File: config.mk
export PLATFORM = sky130hd
export DESIGN_NAME = i2c_slv_addr_match
export DESIGN_NICKNAME = d
export VERILOG_FILES = /design/src/rtl/i2c_slv_pkg.sv /design/src/rtl/i2c_slv_cmp.sv /design/src/rtl/i2c_slv_phase.sv /design/src/rtl/i2c_slv_addr_match.sv
export SDC_FILE = /design/constraint.sdc
export NUM_CORES = 1
export LEC_CHECK = 0
export ABC_CLOCK_PERIOD_IN_PS = 2500
export BUFFER_PORTS_ARGS = -buffer_cell sky130_fd_sc_hd__buf_2
export CORE_ASPECT_RATIO = 0.8
export CORE_UTILIZATION = 35
export DETAILED_ROUTE_END_ITERATION = 12
export PLACE_DENSITY_LB_ADDON = 0.2
export REMOVE_ABC_BUFFERS = 1
export SETUP_SLACK_MARGIN = 0.4
export SLEW_MARGIN = 20
export SYNTH_ARGS = -nofsm -noshare
export SYNTH_HDL_FRONTEND = slang
export SYNTH_SLANG_ARGS = --single-unit
export TNS_END_PERCENT = 20
File: constraint.sdc
create_clock -name clk -period 2.5 [get_ports clk]
set_input_delay 0.125 -clock clk [delete_from_list [all_inputs] [get_ports clk]]
set_output_delay 0.125 -clock clk [all_outputs]
set_load 0.005 [all_outputs]
File: src/rtl/i2c_slv_pkg.sv
package i2c_slv_pkg;
  localparam int ADDR7_W  = 7;
  localparam int ADDR10_W = 10;
  localparam int BYTE_W   = 8;
  localparam int HI_W     = ADDR10_W - BYTE_W;
  localparam logic [4:0] TEN_PREFIX = 5'b11110;

  typedef enum logic [1:0] {PH_IDLE, PH_FIRST, PH_SECOND} phase_t;

  // Upper seven bits of a 10-bit header byte for given high address bits.
  function automatic logic [ADDR7_W-1:0] ten_header(input logic [HI_W-1:0] hi);
    return {TEN_PREFIX, hi};
  endfunction

  // General call: all-zero byte, write direction.
  function automatic logic is_gcall(input logic [BYTE_W-1:0] b);
    return b == '0;
  endfunction
endpackage

File: src/rtl/i2c_slv_cmp.sv
module i2c_slv_cmp #(
  parameter int W = 7
) (
  input  logic [W-1:0] cand,
  input  logic [W-1:0] prim,
  input  logic [W-1:0] upper,
  input  logic         upper_on,
  input  logic         range_en,
  output logic         any_hit,
  output logic         in_range
);
  logic prim_hit, upper_hit, prim_on;

  always_comb begin
    prim_on   = |prim;
    prim_hit  = (cand == prim);
    upper_hit = upper_on && (cand == upper);
    in_range  = range_en && prim_on && upper_on && (cand >= prim) && (cand <= upper);
    any_hit   = prim_hit || upper_hit || in_range;
  end
endmodule

File: src/rtl/i2c_slv_phase.sv
module i2c_slv_phase
  import i2c_slv_pkg::*;
(
  input  logic clk,
  input  logic rst_n,
  input  logic ten_bit_mode,
  input  logic bus_start,
  input  logic bus_stop,
  input  logic byte_valid,
  input  logic rw_bit,
  input  logic gc_hit,
  input  logic hit7,
  input  logic rng7,
  input  logic hdr_ok,
  input  logic hit10,
  input  logic rng10,
  output logic addr_match,
  output logic slave_sel,
  output logic range_flag,
  output logic slave_tx,
  output logic ack_req
);
  phase_t phase;
  logic   armed, armed_rng;

  always_ff @(posedge clk or negedge rst_n) begin
    if (!rst_n) begin
      phase      <= PH_IDLE;
      armed      <= 1'b0;
      armed_rng  <= 1'b0;
      addr_match <= 1'b0;
      slave_sel  <= 1'b0;
      range_flag <= 1'b0;
      slave_tx   <= 1'b0;
      ack_req    <= 1'b0;
    end else begin
      ack_req    <= 1'b0;
      addr_match <= 1'b0;
      if (bus_start || bus_stop) begin
        phase      <= bus_start ? PH_FIRST : PH_IDLE;
        slave_sel  <= 1'b0;
        range_flag <= 1'b0;
        slave_tx   <= 1'b0;
        if (bus_stop) armed <= 1'b0;
      end else if (byte_valid) begin
        unique case (phase)
          PH_FIRST: begin
            phase <= PH_IDLE;
            if (gc_hit) begin
              slave_sel  <= 1'b1;
              ack_req    <= 1'b1;
              addr_match <= 1'b1;
            end else if (!ten_bit_mode) begin
              if (hit7) begin
                slave_sel  <= 1'b1;
                ack_req    <= 1'b1;
                addr_match <= 1'b1;
                slave_tx   <= rw_bit;
                range_flag <= rng7;
              end
            end else if (hdr_ok && !rw_bit) begin
              ack_req <= 1'b1;
              armed   <= 1'b0;
              phase   <= PH_SECOND;
            end else if (hdr_ok && armed) begin
              slave_sel  <= 1'b1;
              ack_req    <= 1'b1;
              addr_match <= 1'b1;
              slave_tx   <= 1'b1;
              range_flag <= armed_rng;
            end
          end
          PH_SECOND: begin
            phase <= PH_IDLE;
            if (hit10) begin
              slave_sel  <= 1'b1;
              ack_req    <= 1'b1;
              addr_match <= 1'b1;
              range_flag <= rng10;
              armed      <= 1'b1;
              armed_rng  <= rng10;
            end
          end
          default: ;
        endcase
      end
    end
  end
endmodule

File: src/rtl/i2c_slv_addr_match.sv
module i2c_slv_addr_match
  import i2c_slv_pkg::*;
(
  input  logic                clk,
  input  logic                rst_n,
  input  logic                ten_bit_mode,
  input  logic [ADDR10_W-1:0] own_addr,
  input  logic [ADDR7_W-1:0]  upper_addr,
  input  logic                range_en,
  input  logic                gcall_en,
  input  logic                bus_start,
  input  logic                bus_stop,
  input  logic                byte_valid,
  input  logic [BYTE_W-1:0]   byte_data,
  output logic                addr_match,
  output logic                slave_sel,
  output logic                range_flag,
  output logic                slave_tx,
  output logic                ack_req
);
  logic                upper_on, gc_hit, hdr_ok;
  logic                hit7, rng7, hit10, rng10;
  logic [ADDR10_W-1:0] upper10, cand10;

  assign upper_on = |upper_addr;
  assign gc_hit   = gcall_en && is_gcall(byte_data);
  assign hdr_ok   = byte_data[BYTE_W-1:1] == ten_header(own_addr[ADDR10_W-1 -: HI_W]);
  assign upper10  = {own_addr[ADDR10_W-1:ADDR7_W], upper_addr};
  assign cand10   = {own_addr[ADDR10_W-1 -: HI_W], byte_data};

  i2c_slv_cmp #(.W(ADDR7_W)) i_cmp7 (
    .cand     (byte_data[BYTE_W-1:1]),
    .prim     (own_addr[ADDR7_W-1:0]),
    .upper    (upper_addr),
    .upper_on (upper_on),
    .range_en (range_en),
    .any_hit  (hit7),
    .in_range (rng7)
  );

  i2c_slv_cmp #(.W(ADDR10_W)) i_cmp10 (
    .cand     (cand10),
    .prim     (own_addr),
    .upper    (upper10),
    .upper_on (upper_on),
    .range_en (range_en),
    .any_hit  (hit10),
    .in_range (rng10)
  );

  i2c_slv_phase i_phase (
    .clk          (clk),
    .rst_n        (rst_n),
    .ten_bit_mode (ten_bit_mode),
    .bus_start    (bus_start),
    .bus_stop     (bus_stop),
    .byte_valid   (byte_valid),
    .rw_bit       (byte_data[0]),
    .gc_hit       (gc_hit),
    .hit7         (hit7),
    .rng7         (rng7),
    .hdr_ok       (hdr_ok),
    .hit10        (hit10),
    .rng10        (rng10),
    .addr_match   (addr_match),
    .slave_sel    (slave_sel),
    .range_flag   (range_flag),
    .slave_tx     (slave_tx),
    .ack_req      (ack_req)
  );
endmodule

==> results.ini <==
[status]
status = finished, violations left
failed_checks = design-rule violations

[global_routing]
grt_pass1_wl_mm = 6.28
grt_pass1_vias = 1359
grt_start_max_net_pins = 10
grt_util_all_layers_pct = 19.9
overflow = 0
antenna_found_initial = 0

[sta]
min_period_over_period_pct = 77.0
slew-limit-headroom_pct = 71.6
timing.final.crit_period_ns = 1.93
max_freq_mhz = 519
maxSlewViolCount = 0
finalHoldWorstSlack_ns = 0.106
final.setup_skew_ns = 0.00290
layout_setup_ws_ns = 0.575
fin_setup_tns_ns = 0
finalSetupViolations = 0
grt_setup_unrepaired = yes
worst_slew_pin_slew_ns = 0.422
timing.final.hold_violations = 0

[detailed_routing]
avgRoutedWirePerCell_um = 13.8
via_count = 1435
final_antenna_violating_net_count = 0
drtIter0Drc = 60
wl_mm = 3.58
route.detailed.vias_per_inst = 5.54
drc = 1
dr.pass1.iters = 8

[clock_network]
numCtsBuffers = 3
cts_post_setup_buffers_inserted = 0
tritoncts_num_sinks = 9
clkLatencyLatePin_ns = 0.24
tritoncts_clock_tree = done
cts.clk_slew.worst_paths_ns = 0.04
htreeDepth = 1
largest_buffer_count_on_any_clock_path = 2
cts.root.buffer_cell = sky130_fd_sc_hd__clkbuf_8

[logic_synthesis]
number_of_synthesis_warnings = 0
adder_cell_share_of_the_synthesized_area_pct = 28.8
netlist-cell-type-count = 36
syn_inst = 170
synth-compound-area-share_pct = 25.2
ys_seq_elements = 9
yosys.area_share.xor_xnor_pct = 1.30
yosys.area_share.simple_pct = 21.9
synth_top_family_by_area = adder cells
synth_mux_area_share_pct = 0
synth.top_cells.by_area = sky130_fd_sc_hd__ha_1 29%, sky130_fd_sc_hd__dfrtp_1 17%, sky130_fd_sc_hd__inv_1 6.1%, sky130_fd_sc_hd__a21oi_1 4.8%, sky130_fd_sc_hd__o21ai_0 4.1%
synthDominantAreaCellType = sky130_fd_sc_hd__ha_1
synth_seq_area_share_pct = 16.7
syn_area_per_cell_sq_um = 7.93
synthDominantCellAreaShare_pct = 28.8
post_synth_instance_area_sq_um = 1350

[layout]
antennaDiodeCount = 0
final_core_utilization_pct = 48.0
design_area_sq_um = 1700
final_nets = 282
drive_gt1_share_pct = 24.9
syn_to_final_growth_pct = 26.3
finish.cell_count_without_fillers = 259

[setup_path]
critical_path_startpoint_category = input pin
critPathRequiredTime_ns = 2.62
ff2ff_setup_slack_ns = 0.82
cp_data_arrival_time_ns = 2.04
end_kind = flop
worstPathMaxFanout = 6
timing_worst_setup_path_type = in -> reg

[placed_design]
dp.cells = 254
dpl.hpwl_mm = 3.09
place_congestion = 0.880
io_buffers = 37
postPlaceCellArea_sq_um = 1620
pre_cts_ws_ns = 0.274

[power]
combinationalPowerShare_pct = 39.6
design_power_total_mw = 0.528
cell_internal_pwr_mw = 0.353
p_clk_share_pct = 31.7
p_seq_share_pct = 28.7
ir_drop_uv = 132
netSwitchingPower_mw = 0.174
cellPowerDensity_nw_per_um2 = 310
p_leak_nw = 0.884
switching_share_pct = 33.0

[die]
fp.dieW_um = 71.4
initial_core_util_pct = 38.0
count_of_standard_cell_rows = 19
core_area_sq_um = 3540
top_level_port_count = 38
floorplan.die.height_um = 57.5
die_area_sq_um = 4100

[flow_run]
cap_viol_max_count = 0

[worst_hold_path]
holdCritPathClass = in -> reg

[Yosys cell counts, drive strengths merged]
master and instances:
a21boi 1, a41o 1, o221ai 1, and3 3, nand2 11, a211o 2
a221oi 2, a21o 6, nor2 9, ha 31, xor2 2, o21a 2
nand2b 1, o31a 1, a31o 1, a31oi 3, nand3 6, a32oi 1
or4b 1, a221o 1, nand4 4, nand3b 2, nor4 8, a22oi 1
nor3 6, o21ai 11, and4 1, a21oi 13, dfrtp 9, inv 22
a211oi 2, o22ai 2, or4 1, o211ai 1, nor2b 1
[what timing repair did]
action                     in CTS  in global routing
resized for setup               0                  7
setup endpoints to repair       0                  4
hold endpoints to repair        9                  0
hold buffers                    1                  0
[cells by family (layout without fill, tap and decap cells)]
kind of cell,Yosys count,in the layout
buffers and inverters,22,69
and+or+nand+nor,54,54
AOI/OAI and AO/OA,52,52
xor gates and xnor gates,2,2
adders and majority gates,31,31
DFF,9,9
[sequential cells by signal, summed over array words and instances (netlist names)]
name                flops
i_phase.armed           1
i_phase.slave_tx        1
i_phase.slave_sel       1
i_phase.phase           2
i_phase.addr_match      1
i_phase.armed_rng       1
i_phase.range_flag      1
i_phase.ack_req         1
[cell type report]
type	count	area, sq um
Clock buffer	4	45.0
Sequential cell	9	225
Tap cell	42	52.6
Timing Repair Buffer	43	233
Multi-Input combinational cell	139	1060
Fill cell	370	1840
Inverter	22	82.6
[cells in the final DEF (no fill, tap or decap), drive strengths merged, types with 6 or more instances in the layout]
cell | Yosys | routed
buf | 0 | 42
ha | 31 | 31
inv | 22 | 22
a21oi | 13 | 13
nand2 | 11 | 11
o21ai | 11 | 11
nor2 | 9 | 9
dfrtp | 9 | 9
nor4 | 8 | 8
a21o | 6 | 6
nor3 | 6 | 6
nand3 | 6 | 6
[worst max-delay path: stages]
cell and delay (ns):
sky130_fd_sc_hd__buf_2 0.15, sky130_fd_sc_hd__ha_1 0.29, sky130_fd_sc_hd__a211o_1 0.25, sky130_fd_sc_hd__a21oi_1 0.12, sky130_fd_sc_hd__a21oi_1 0.11, sky130_fd_sc_hd__o31a_1 0.31
sky130_fd_sc_hd__or4_4 0.49, sky130_fd_sc_hd__a22oi_2 0.13, sky130_fd_sc_hd__nor3_1 0.06
[layer usage]
layer	global-route usage [%]	up-vias	wire length, um
met3	3.18	5	177
met1	30.1	649	1920
li1	-	747	-
met4	5.71	0	44
met5	0	-	0
met2	28.8	34	1430
[power by group through the flow]
stage                     sequential (mW)  clock (mW)  combinational [mW]
after global routing                0.151       0.184               0.243
final                               0.151       0.167               0.209
after detailed placement            0.153           0               0.202
after CTS                           0.151       0.175               0.204
after global placement              0.153           0               0.201
after floorplan                     0.153           0               0.118
[final timing paths]
kind	startpoint	to	cells past startpoint
worst max-delay path	byte_data[5]	i_phase.slave_tx	9
worst min-delay path	bus_stop	i_phase.slave_sel	2
worst max register to register	i_phase.phase[0]	i_phase.armed	9
worst min register to register	i_phase.armed_rng	i_phase.armed_rng	2
max in group asynchronous	rst_n	i_phase.addr_match	2
min in group asynchronous	rst_n	i_phase.phase[0]	2
No activity file was read; power rests on OpenSTA's default activity.
